## src/rtl/mws_pkg.sv

```systemverilog
package mws_pkg;
  localparam int LANES  = 4;
  localparam int LANE_W = 2;
  localparam int BYTE_W = 8;
  localparam int DATA_W = LANES * BYTE_W;

  typedef enum logic [1:0] {PORT8 = 2'd0, PORT16 = 2'd1, PORT32 = 2'd2, PORTBAD = 2'd3} port_e;

  // size lines are active low: {16-bit return, 32-bit return}
  function automatic port_e decode_port(input logic ds16_n, input logic ds32_n);
    case ({ds16_n, ds32_n})
      2'b11:   return PORT8;
      2'b01:   return PORT16;
      2'b00:   return PORT32;
      default: return PORTBAD;
    endcase
  endfunction

  function automatic logic [LANES-1:0] req_lanes(input logic [LANE_W-1:0] first,
                                                 input logic [1:0] cnt_m1);
    logic [LANES-1:0] m;
    for (int i = 0; i < LANES; i++)
      m[i] = (i >= int'(first)) && (i <= int'(first) + int'(cnt_m1));
    return m;
  endfunction

  function automatic logic [LANE_W-1:0] low_lane(input logic [LANES-1:0] m);
    logic [LANE_W-1:0] l;
    l = '0;
    for (int i = LANES - 1; i >= 0; i--)
      if (m[i]) l = LANE_W'(i);
    return l;
  endfunction

  function automatic logic [LANES-1:0] piece_lanes(input port_e p, input logic [LANES-1:0] rem);
    logic [LANE_W-1:0] l;
    l = low_lane(rem);
    case (p)
      PORT8:   return LANES'(1) << l;
      PORT16:  return rem & (l[1] ? 4'b1100 : 4'b0011);
      default: return rem;
    endcase
  endfunction

  function automatic logic [LANE_W-1:0] lane_shift(input port_e p, input logic [LANE_W-1:0] l);
    case (p)
      PORT8:   return l;
      PORT16:  return {l[1], 1'b0};
      default: return '0;
    endcase
  endfunction

  function automatic logic odd_par(input logic [BYTE_W-1:0] b);
    return ~(^b);
  endfunction
endpackage

```

## src/rtl/mws_steer.sv

```systemverilog
module mws_steer import mws_pkg::*; (
  input  port_e             port,
  input  logic [LANES-1:0]  rem,
  input  logic [DATA_W-1:0] wdata,
  input  logic [DATA_W-1:0] bus_rdata,
  output logic [LANES-1:0]  piece,
  output logic [LANES-1:0]  bus_lanes,
  output logic [LANE_W-1:0] first_lane,
  output logic [DATA_W-1:0] bus_wdata,
  output logic [LANES-1:0]  bus_be_n,
  output logic              bus_bhe_n,
  output logic [DATA_W-1:0] rd_merged
);
  logic [LANE_W-1:0] shift;
  logic [4:0]        sh_bits;
  logic [DATA_W-1:0] piece_bits;

  assign first_lane = low_lane(rem);
  assign piece      = piece_lanes(port, rem);
  assign shift      = lane_shift(port, first_lane);
  assign sh_bits    = {shift, 3'b000};

  for (genvar g = 0; g < LANES; g++) begin : g_bits
    assign piece_bits[g*BYTE_W +: BYTE_W] = {BYTE_W{piece[g]}};
  end

  assign bus_lanes = piece >> shift;
  assign bus_be_n  = ~bus_lanes;
  assign bus_bhe_n = ~(bus_lanes[1] | bus_lanes[3]);
  assign bus_wdata = (wdata & piece_bits) >> sh_bits;
  assign rd_merged = (bus_rdata << sh_bits) & piece_bits;
endmodule

```

## src/rtl/mws_parity.sv

```systemverilog
module mws_parity import mws_pkg::*; (
  input  logic [DATA_W-1:0] bus_wdata,
  input  logic [DATA_W-1:0] bus_rdata,
  input  logic [LANES-1:0]  bus_rpar,
  input  logic [LANES-1:0]  bus_lanes,
  input  logic              chk_en,
  output logic [LANES-1:0]  bus_dpar,
  output logic              rd_par_err
);
  logic [LANES-1:0] lane_bad;

  for (genvar g = 0; g < LANES; g++) begin : g_lane
    assign bus_dpar[g] = odd_par(bus_wdata[g*BYTE_W +: BYTE_W]);
    assign lane_bad[g] = bus_lanes[g] &
                         (bus_rpar[g] != odd_par(bus_rdata[g*BYTE_W +: BYTE_W]));
  end

  assign rd_par_err = chk_en & (|lane_bad);
endmodule

```

## src/rtl/mws_splitter.sv

```systemverilog
module mws_splitter import mws_pkg::*; #(
  parameter int ADDR_W = 24
) (
  input  logic              clk,
  input  logic              rst_n,
  input  logic              req_valid,
  output logic              req_ready,
  input  logic              req_write,
  input  logic [ADDR_W-1:0] req_addr,
  input  logic [1:0]        req_size,
  input  logic [31:0]       req_wdata,
  output logic              rsp_valid,
  output logic [31:0]       rsp_rdata,
  output logic              rsp_err,
  output logic              rsp_perr,
  input  logic              par_en,
  output logic              bus_start,
  input  logic              bus_done,
  output logic              bus_write,
  output logic [ADDR_W-1:0] bus_addr,
  output logic [3:0]        bus_be_n,
  output logic              bus_bhe_n,
  output logic [31:0]       bus_wdata,
  output logic [3:0]        bus_dpar,
  input  logic [31:0]       bus_rdata,
  input  logic [3:0]        bus_rpar,
  input  logic              bus_ds16_n,
  input  logic              bus_ds32_n,
  output logic              bus_xlat
);
  localparam int WORD_W = ADDR_W - LANE_W;

  typedef enum logic [2:0] {ST_IDLE, ST_SIZE, ST_ISSUE, ST_WAIT, ST_RESP} state_e;

  state_e            state_q;
  logic [WORD_W-1:0] base_q;
  logic [LANES-1:0]  rem_q;
  logic              write_q, err_q, perr_q;
  logic [DATA_W-1:0] wdata_q, result_q;
  port_e             port_q, port_dec;

  logic [LANES-1:0]  piece, bus_lanes, rem_next;
  logic [LANE_W-1:0] first_lane;
  logic [DATA_W-1:0] rd_merged;
  logic              rd_par_err;

  // named events for the checker
  logic cyc_wait, bad_port_evt, last_done;

  mws_steer u_steer (
    .port(port_q), .rem(rem_q), .wdata(wdata_q), .bus_rdata(bus_rdata),
    .piece(piece), .bus_lanes(bus_lanes), .first_lane(first_lane),
    .bus_wdata(bus_wdata), .bus_be_n(bus_be_n), .bus_bhe_n(bus_bhe_n),
    .rd_merged(rd_merged)
  );

  mws_parity u_par (
    .bus_wdata(bus_wdata), .bus_rdata(bus_rdata), .bus_rpar(bus_rpar),
    .bus_lanes(bus_lanes), .chk_en(par_en), .bus_dpar(bus_dpar),
    .rd_par_err(rd_par_err)
  );

  assign port_dec     = decode_port(bus_ds16_n, bus_ds32_n);
  assign rem_next     = rem_q & ~piece;
  assign cyc_wait     = (state_q == ST_WAIT);
  assign bad_port_evt = (state_q == ST_SIZE) && (port_dec == PORTBAD);
  assign last_done    = cyc_wait && bus_done && (rem_next == '0);

  assign req_ready = (state_q == ST_IDLE);
  assign bus_start = (state_q == ST_ISSUE);
  assign bus_write = write_q;
  assign bus_addr  = {base_q, first_lane};
  assign bus_xlat  = 1'b0;
  assign rsp_valid = (state_q == ST_RESP);
  assign rsp_rdata = result_q;
  assign rsp_err   = err_q;
  assign rsp_perr  = perr_q;

  always_ff @(posedge clk or negedge rst_n) begin
    if (!rst_n) begin
      state_q  <= ST_IDLE;
      base_q   <= '0;
      rem_q    <= '0;
      write_q  <= 1'b0;
      wdata_q  <= '0;
      result_q <= '0;
      err_q    <= 1'b0;
      perr_q   <= 1'b0;
      port_q   <= PORT32;
    end else begin
      case (state_q)
        ST_IDLE: if (req_valid) begin
          base_q   <= req_addr[ADDR_W-1:LANE_W];
          rem_q    <= req_lanes(req_addr[LANE_W-1:0], req_size);
          write_q  <= req_write;
          wdata_q  <= req_wdata;
          result_q <= '0;
          err_q    <= 1'b0;
          perr_q   <= 1'b0;
          state_q  <= ST_SIZE;
        end
        ST_SIZE: begin
          port_q <= port_dec;
          if (port_dec == PORTBAD) begin
            err_q   <= 1'b1;
            state_q <= ST_RESP;
          end else begin
            state_q <= ST_ISSUE;
          end
        end
        ST_ISSUE: state_q <= ST_WAIT;
        ST_WAIT: if (bus_done) begin
          rem_q <= rem_next;
          if (!write_q) begin
            result_q <= result_q | rd_merged;
            perr_q   <= perr_q | rd_par_err;
          end
          state_q <= (rem_next == '0) ? ST_RESP : ST_ISSUE;
        end
        ST_RESP: state_q <= ST_IDLE;
        default: state_q <= ST_IDLE;
      endcase
    end
  end
endmodule

```

## config.mk

```make
export PLATFORM = sky130hd
export DESIGN_NAME = mws_splitter
export DESIGN_NICKNAME = d
export VERILOG_FILES = /design/src/rtl/mws_pkg.sv /design/src/rtl/mws_steer.sv /design/src/rtl/mws_parity.sv /design/src/rtl/mws_splitter.sv
export SDC_FILE = /design/constraint.sdc
export NUM_CORES = 1
export LEC_CHECK = 0
export BUFFER_PORTS_ARGS = -buffer_cell sky130_fd_sc_hd__clkbuf_2
export CAP_MARGIN = 0
export CORE_ASPECT_RATIO = 0.9
export CORE_MARGIN = 1.5
export CORE_UTILIZATION = 45
export DETAILED_ROUTE_END_ITERATION = 16
export GPL_ROUTABILITY_DRIVEN = 0
export GPL_TIMING_DRIVEN = 0
export PLACE_DENSITY = 0.71
export SYNTH_ARGS = -nofsm -noshare
export SYNTH_HDL_FRONTEND = slang
export SYNTH_SLANG_ARGS = --single-unit
```

## constraint.sdc

```tcl
create_clock -name clk -period 4.7 [get_ports clk]
set_input_delay 0.94 -clock clk [delete_from_list [all_inputs] [get_ports clk]]
set_output_delay 0.94 -clock clk [all_outputs]
set_load 0.005 [all_outputs]
```

==> results of run 1 <==
per-stage QoR:
stage	worst slack, ns	util	instance area [um2]	total power, uW	hold slack [ns]
finish	1.04	0.580	7300	4890	0.484
global route	0.851	0.580	7300	5290	0.495
CTS	0.999	0.580	7300	4910	0.486
detailed placement	1.41	0.558	7020	4180	0.466
global placement	1.39	0.556	6990	4140	0.460
floorplan	1.74	-	5770	3180	0.446
flip-flops by register name, indices dropped and copies added, names as in the netlist:
name and cells:
rem_q 4, state_q 3, port_q 2, bus_write 1
wdata_q 32, rsp_rdata 32, rsp_perr 1, base_q 22
rsp_err 1
worst max path at each step:
stage	from	slack, ns	endpoint
floorplan	rem_q[2]$_DFFE_PN0P_	1.74	bus_dpar[0]
global placement	rst_n	1.39	base_q[19]$_DFFE_PN0P_
detailed placement	rem_q[2]$_DFFE_PN0P_	1.41	bus_dpar[0]
CTS	rem_q[2]$_DFFE_PN0P_	1.0	bus_dpar[0]
global route	port_q[0]$_DFFE_PN0P_	0.85	bus_dpar[0]
finish	rem_q[2]$_DFFE_PN0P_	1.04	bus_dpar[0]
power breakdown:
part	switching, uW	total (uW)	internal (uW)
registers	322	1550	1230
clock network	341	706	365
logic	1450	2640	1190
total	2120	4890	2780
logic make-up (layout without fill, tap and decap cells):
logic type	after synthesis	after routing
AO/OA/AOI/OAI	149	149
XOR/XNOR	45	45
adder cells (fa/ha/maj)	5	5
buffers and inverters	64	285
flip-flops	98	98
multiplexers	25	25
other	1	1
AND/OR/NAND/NOR	249	249
cell type report:
class | count | area (um2) | share of cell area
Buffer | 45 | 230 | 0.0315
Clock inverter | 6 | 50.0 | 0.00685
Sequential cell | 98 | 2450 | 0.336
Multi-Input combinational cell | 474 | 3010 | 0.413
Tap cell | 164 | 205 | 0.0281
Timing Repair Buffer | 205 | 1050 | 0.144
Inverter | 19 | 71.3 | 0.00977
Clock buffer | 10 | 229 | 0.0314
placed cells by master (no fill, tap or decap), drive strengths merged, types with 3 or more instances in the layout:
master	synthesis	layout
o21ai	24	24
a31oi	3	3
nor2	55	55
nand2	154	154
a221oi	6	6
mux4	8	8
clkbuf	24	238
xor2	8	8
xnor2	29	29
dfrtp	97	97
mux2	9	9
a21oi	51	51
inv	19	21
a21boi	3	3
a22oi	6	6
buf	21	22
and3	9	9
nor2b	4	4
a311oi	10	10
nand3	7	7
a32oi	5	5
a211oi	3	3
nor3	7	7
o211ai	4	4
ha	4	4
and2	8	8
xnor3	7	7
mux2i	8	8
clkinvlp	0	4
o2bb2ai	8	8
o22ai	4	4
a22o	8	8
o21a	3	3
worst reg2reg max path: cells and delay by family, from the launching register on:
family	cells	cell delay, ns
AND/OR/NAND/NOR	2	0.39
AO/OA/AOI/OAI	2	0.72
buffers and inverters	2	0.96
flip-flops	1	0.42
per-layer routing:
layer,global-route usage,vias up
li1,-,2623
met4,0.0868,0
met2,0.415,253
met3,0.0754,30
met5,0,-
met1,0.370,2574
==> results.toml, run 1 <==
[die]
dieHeight_um = 110
die_x_um = 122
dieArea_um2 = 13500
start_util = 0.458
core-area_um2 = 12600
pin_count = 206
rows = 39

[logic_synthesis]
yosysMostFrequentCell = "nand2_1"
synth-simple-area-share = 0.183
async_flop_share = 1.00
synth.top_cells.by_count = "nand2_1, dfrtp_1, nor2_1, a21oi_1, xnor2_1"
synth_top_cell_area_share = 0.421
synth_edf_count = 0
syn_inst = 636
synth_area_leader_cell = "dfrtp_1"
synthAdderAreaFrac = 0.0121
muxShareOfSynthArea = 0.0627
netlist_area_um2 = 5770
syn_avg_cell_area_um2 = 9.07
dominantRegCellSynth = "dfrtp_1"
ys_seq_area_frac = 0.425
synth_cell_type_count = 56
netlist_top_cells_area = "dfrtp_1, nand2_1, xnor2_1"
synth_top_family_by_area = "simple AND/OR/NAND/NOR gates"
synth_nets = 743
yosysWarnings = 0
synth_compound_area_frac = 0.176
synthXorXnorAreaFrac = 0.0876
synth_seq_cells = 98

[flow_run]
drv_cap = 0

[drt]
first_iter_violations = 422
m1WireLength_um = 7620
top_layer_used = "met4"
vias_per_cell = 5.37
vias = 5480
wl_met2_um = 8060
wirelength_um = 17600
firstDrtPassIters = 5
ant_nets = 0
dr_wl_met3_um = 1460
drc_errors = 0
wl_per_cell_um = 17.2

[global_route]
grt_use_total = 0.270
antenna_found_initial = 0
grt_pass1_wl_um = 28000
grt_pass1_vias = 5412
grt_max_degree = 57
overflow = 0

[setup_path]
path_max_fanout = 9
path_depth = 8
cpMostUsedCell = "xnor3_1"
reg2reg_setup_slack_ns = 2.06
cpMaxStageDelayCell = "xnor3_1"
critPathKind = "reg2out"
r2r_cells = 6
cp-end-kind = "output pin"
r2r-start = "bus_write$_DFFE_PN0P_"
crit_arrival_ns = 2.72
critPathLaunchType = "register"
worstPathCellList = "buf_6 -> nor3_2 -> a21o_1 -> a221oi_1 -> a21oi_2 -> xnor3_1 -> xnor3_1 -> clkbuf_2"
crit_buf_inv = 2
crit_required_ns = 3.76
cp_top_family = "XOR/XNOR gates"
regToRegEndpoint = "wdata_q[29]$_DFFE_PN0P_"
cp_slowest_stage_delay_ns = 0.42

[timing]
setup_tns_ns = 0
fmax_mhz = 273
finClkSkew_ns = 0.00670
period_share = 0.780
rsz0062_at_grt = "false"
worst_pin_slew_ns = 0.658
setup_viol = 0
finalMaxSlewViolations = 0
hold_viol_final = 0
slew_headroom = 0.561
fin_crit_ns = 3.66

[clock_tree]
cts_buffers = 9
clkSlewWorstSetupHoldPaths_ns = 0.07
cts_max_level = 3
cts_buffer_depth = 2
holdBufCountCts = 0
clk_latency_ns = 0.36
cts_tree = "built"
clockRootBuffer = "clkbuf_16"
clock_sinks = 98
cts_resized = 0
post_cts_buffers = 0

[cells_and_area]
n_fill_cell = 1179
drive_gt1_frac = 0.316
nets = 959
areaGrowthSynthToFinish_pct = 26.6
layoutNonFillerInstCount = 1021
diodes = 0

[hold_path]
hold_depth = 2
min_path_type = "reg2reg"
hold_end = "base_q[2]$_DFFE_PN0P_"
hp-start = "base_q[2]$_DFFE_PN0P_"

[placed_design]
dp.cells = 1005
io_buffers = 204
dpl.hpwl_um = 13400

[power_and_ir_drop]
power.leakage_uw = 0.00382
ir_drop_mv = 0.307
powerDensity_nw_per_um2 = 670

[run_status]
status = "completed"
(Power assumes the default switching activity.)
==> inputs of run 2 (changes only) <==
ABC_AREA = 1   (was unset)
PLACE_DENSITY = 0.74   (was 0.71)
clock period = 3.06 ns   (was 4.7 ns; I/O delays follow)
==> run 2 against run 1 <==
  * Cell area up 7.4%
  * Count of clock-buffer cells in the layout unchanged
  * Cell count up 24%
  * Critical path depth up 9
  * Total power up 80%
==> results.toml, run 2 <==
[die]
dieHeight_um = 112
rows = 39
die_x_um = 124
start_util = 0.466
pin_count = 206
core-area_um2 = 12800
dieArea_um2 = 14000

[cells_and_area]
n_fill_cell = 1238
diodes = 0
final_common_cell = "nand2_1"
drive_gt1_frac = 0.303
final_cell_mix = "nand2_1, clkbuf_2, dfrtp_1"
nets = 1207
areaGrowthSynthToFinish_pct = 31.2
fin_util = 0.611
final_area_um2 = 7840

[drt]
wl_per_cell_um = 14.2
ant_nets = 0
wirelength_um = 18000
first_iter_violations = 477
firstDrtPassIters = 5
vias_per_cell = 4.95
drc_errors = 0
vias = 6278

[clock_tree]
cts_tree = "built"
clock_sinks = 98
cts_max_level = 3
clkSlewWorstSetupHoldPaths_ns = 0.07
cts_buffer_depth = 2
clockRootBuffer = "clkbuf_16"
clk_latency_ns = 0.36
cts_buffers = 9

[timing]
setup_tns_ns = 0
finalMaxSlewViolations = 0
period_share = 0.964
whs_ns = 0.252
finClkSkew_ns = 0.00753
slew_headroom = 0.523
rsz0062_at_grt = "true"
hold_viol_final = 0
worst_pin_slew_ns = 0.715
fin_crit_ns = 2.95
setup_viol = 0
fmax_mhz = 339

[logic_synthesis]
synth_compound_area_frac = 0.110
muxShareOfSynthArea = 0
ys_seq_area_frac = 0.411
synth_nets = 976
syn_inst = 869
synth.top_cells.by_count = "nand2_1, dfrtp_1, inv_1, nor2_1, nand3_1"
async_flop_share = 1.00
synth_cell_type_count = 43
synthXorXnorAreaFrac = 0.0352
synth-simple-area-share = 0.347
synth_area_leader_cell = "dfrtp_1"
netlist_top_cells_area = "dfrtp_1, nand2_1, inv_1"
yosysMostFrequentCell = "nand2_1"
netlist_area_um2 = 5980
synthAdderAreaFrac = 0.0117
syn_avg_cell_area_um2 = 6.88
synth_seq_cells = 98
yosysWarnings = 0
synth_top_family_by_area = "simple AND/OR/NAND/NOR gates"
synth_edf_count = 0
synth_top_cell_area_share = 0.406
dominantRegCellSynth = "dfrtp_1"

[power_and_ir_drop]
p_total_uw = 8790
ir_drop_mv = 0.505
power.leakage_uw = 0.00446
powerDensity_nw_per_um2 = 1120

[setup_path]
path_max_fanout = 5
critPathLaunchType = "register"
crit_arrival_ns = 2.34
crit_required_ns = 2.45
r2r_cells = 8
critPathKind = "reg2out"
cp-end-kind = "output pin"

[flow_run]
drv_cap = 0

[global_route]
antenna_found_initial = 0
grt_pass1_vias = 5727
grt_max_degree = 65
grt_pass1_wl_um = 28100
overflow = 0
grt_use_total = 0.252

[placed_design]
dpl.hpwl_um = 13900
io_buffers = 204
placed_area_um2 = 7230

[hold_path]
min_path_type = "in2async"

[run_status]
status = "completed"
## run 2: cell types whose count changed after synthesis, sizes merged, moves of 9 or more
cell / before / now
nor2: 55 / 68
nand3: 7 / 53
and3: 9 / 0
o21ai: 24 / 52
inv: 19 / 92
nand2: 154 / 367
clkbuf: 24 / 15
mux2: 9 / 0
a21oi: 51 / 41
a311oi: 10 / 0
xnor2: 29 / 18
## run 2: kinds of logic (layout without fill, tap and decap cells)
group | after synthesis | after routing
buffers and inverters | 124 | 360
AO/OA/AOI/OAI | 112 | 112
flip-flops | 98 | 98
XOR/XNOR | 24 | 24
adder cells (fa/ha/maj) | 5 | 5
other | 1 | 1
AND/OR/NAND/NOR | 505 | 505
## run 2: through the flow
stage / instances / setup slack (ns)
floorplan: 869 / 0.756
global placement: 1237 / 0.0657
detailed placement: 1238 / 0.389
CTS: 1254 / 0.0239
global route: 1269 / -0.0627
finish: 1269 / 0.111
## run 2: worst paths after layout
kind / start / endpoint / slack [ns]
hold reg to reg: base_q[9]$_DFFE_PN0P_ / base_q[9]$_DFFE_PN0P_ / 0.48
hold / removal: rst_n / rsp_rdata[1]$_DFFE_PN0P_ / 0.25
setup reg to reg: state_q[0]$_DFFE_PN0P_ / rsp_rdata[16]$_DFFE_PN0P_ / 0.89
setup / recovery: rem_q[3]$_DFFE_PN0P_ / bus_dpar[0] / 0.11
max in group asynchronous: rst_n / port_q[1]$_DFFE_PN1P_ / 2.10
min in group clk: req_addr[15] / base_q[13]$_DFFE_PN0P_ / 0.44
## run 2: final cells by class
| type | instances | area [um2] | share of cell area |
|---|---|---|---|
| Clock inverter | 6 | 57.6 | 0.00734 |
| Timing Repair inverter | 1 | 7.51 | 0.000957 |
| Inverter | 93 | 365 | 0.0466 |
| Sequential cell | 98 | 2450 | 0.313 |
| Clock buffer | 10 | 229 | 0.0292 |
| Multi-Input combinational cell | 647 | 3180 | 0.405 |
| Timing Repair Buffer | 219 | 1180 | 0.150 |
| Buffer | 31 | 170 | 0.0217 |
| Tap cell | 164 | 205 | 0.0262 |
## run 2: repair_timing
item,4_1_cts,5_1_grt
gates resized for setup,1,62
hold buffers,0,0
hold endpoints to repair,0,0
buffers inserted,0,14
pin swaps,0,12
endpoints found under the setup margin,1,3
gates cloned,0,1
## run 2: per-layer routing
layer  vias up  wire length, um  track usage
li1       3171                -            -
met3        31             1500       0.0772
met1      2797             8200        0.350
met2       279             7990        0.391
met5         -                0            0
met4         0              321       0.0552
## run 2: worst max-delay path, cell delays in order, from the launching register on
cell and delay (ns):
dfrtp_2 0.44, inv_1 0.08, nand2_1 0.06, nand2_2 0.12, nand2_1 0.10, nand3_1 0.14
nand2_4 0.08, buf_6 0.13, nand2_1 0.09, nand3_1 0.10, nand2_2 0.14, nor2_4 0.05
nor2_1 0.11, nand2_1 0.08, nand2_1 0.07, nand2_1 0.04, nand2_1 0.05, clkbuf_2 0.10
## run 2: power breakdown
| group | total [uW] | switching, uW | internal, uW |
|---|---|---|---|
| clock | 1110 | 540 | 568 |
| sequential | 2260 | 373 | 1890 |
| combinational | 5420 | 3330 | 2090 |
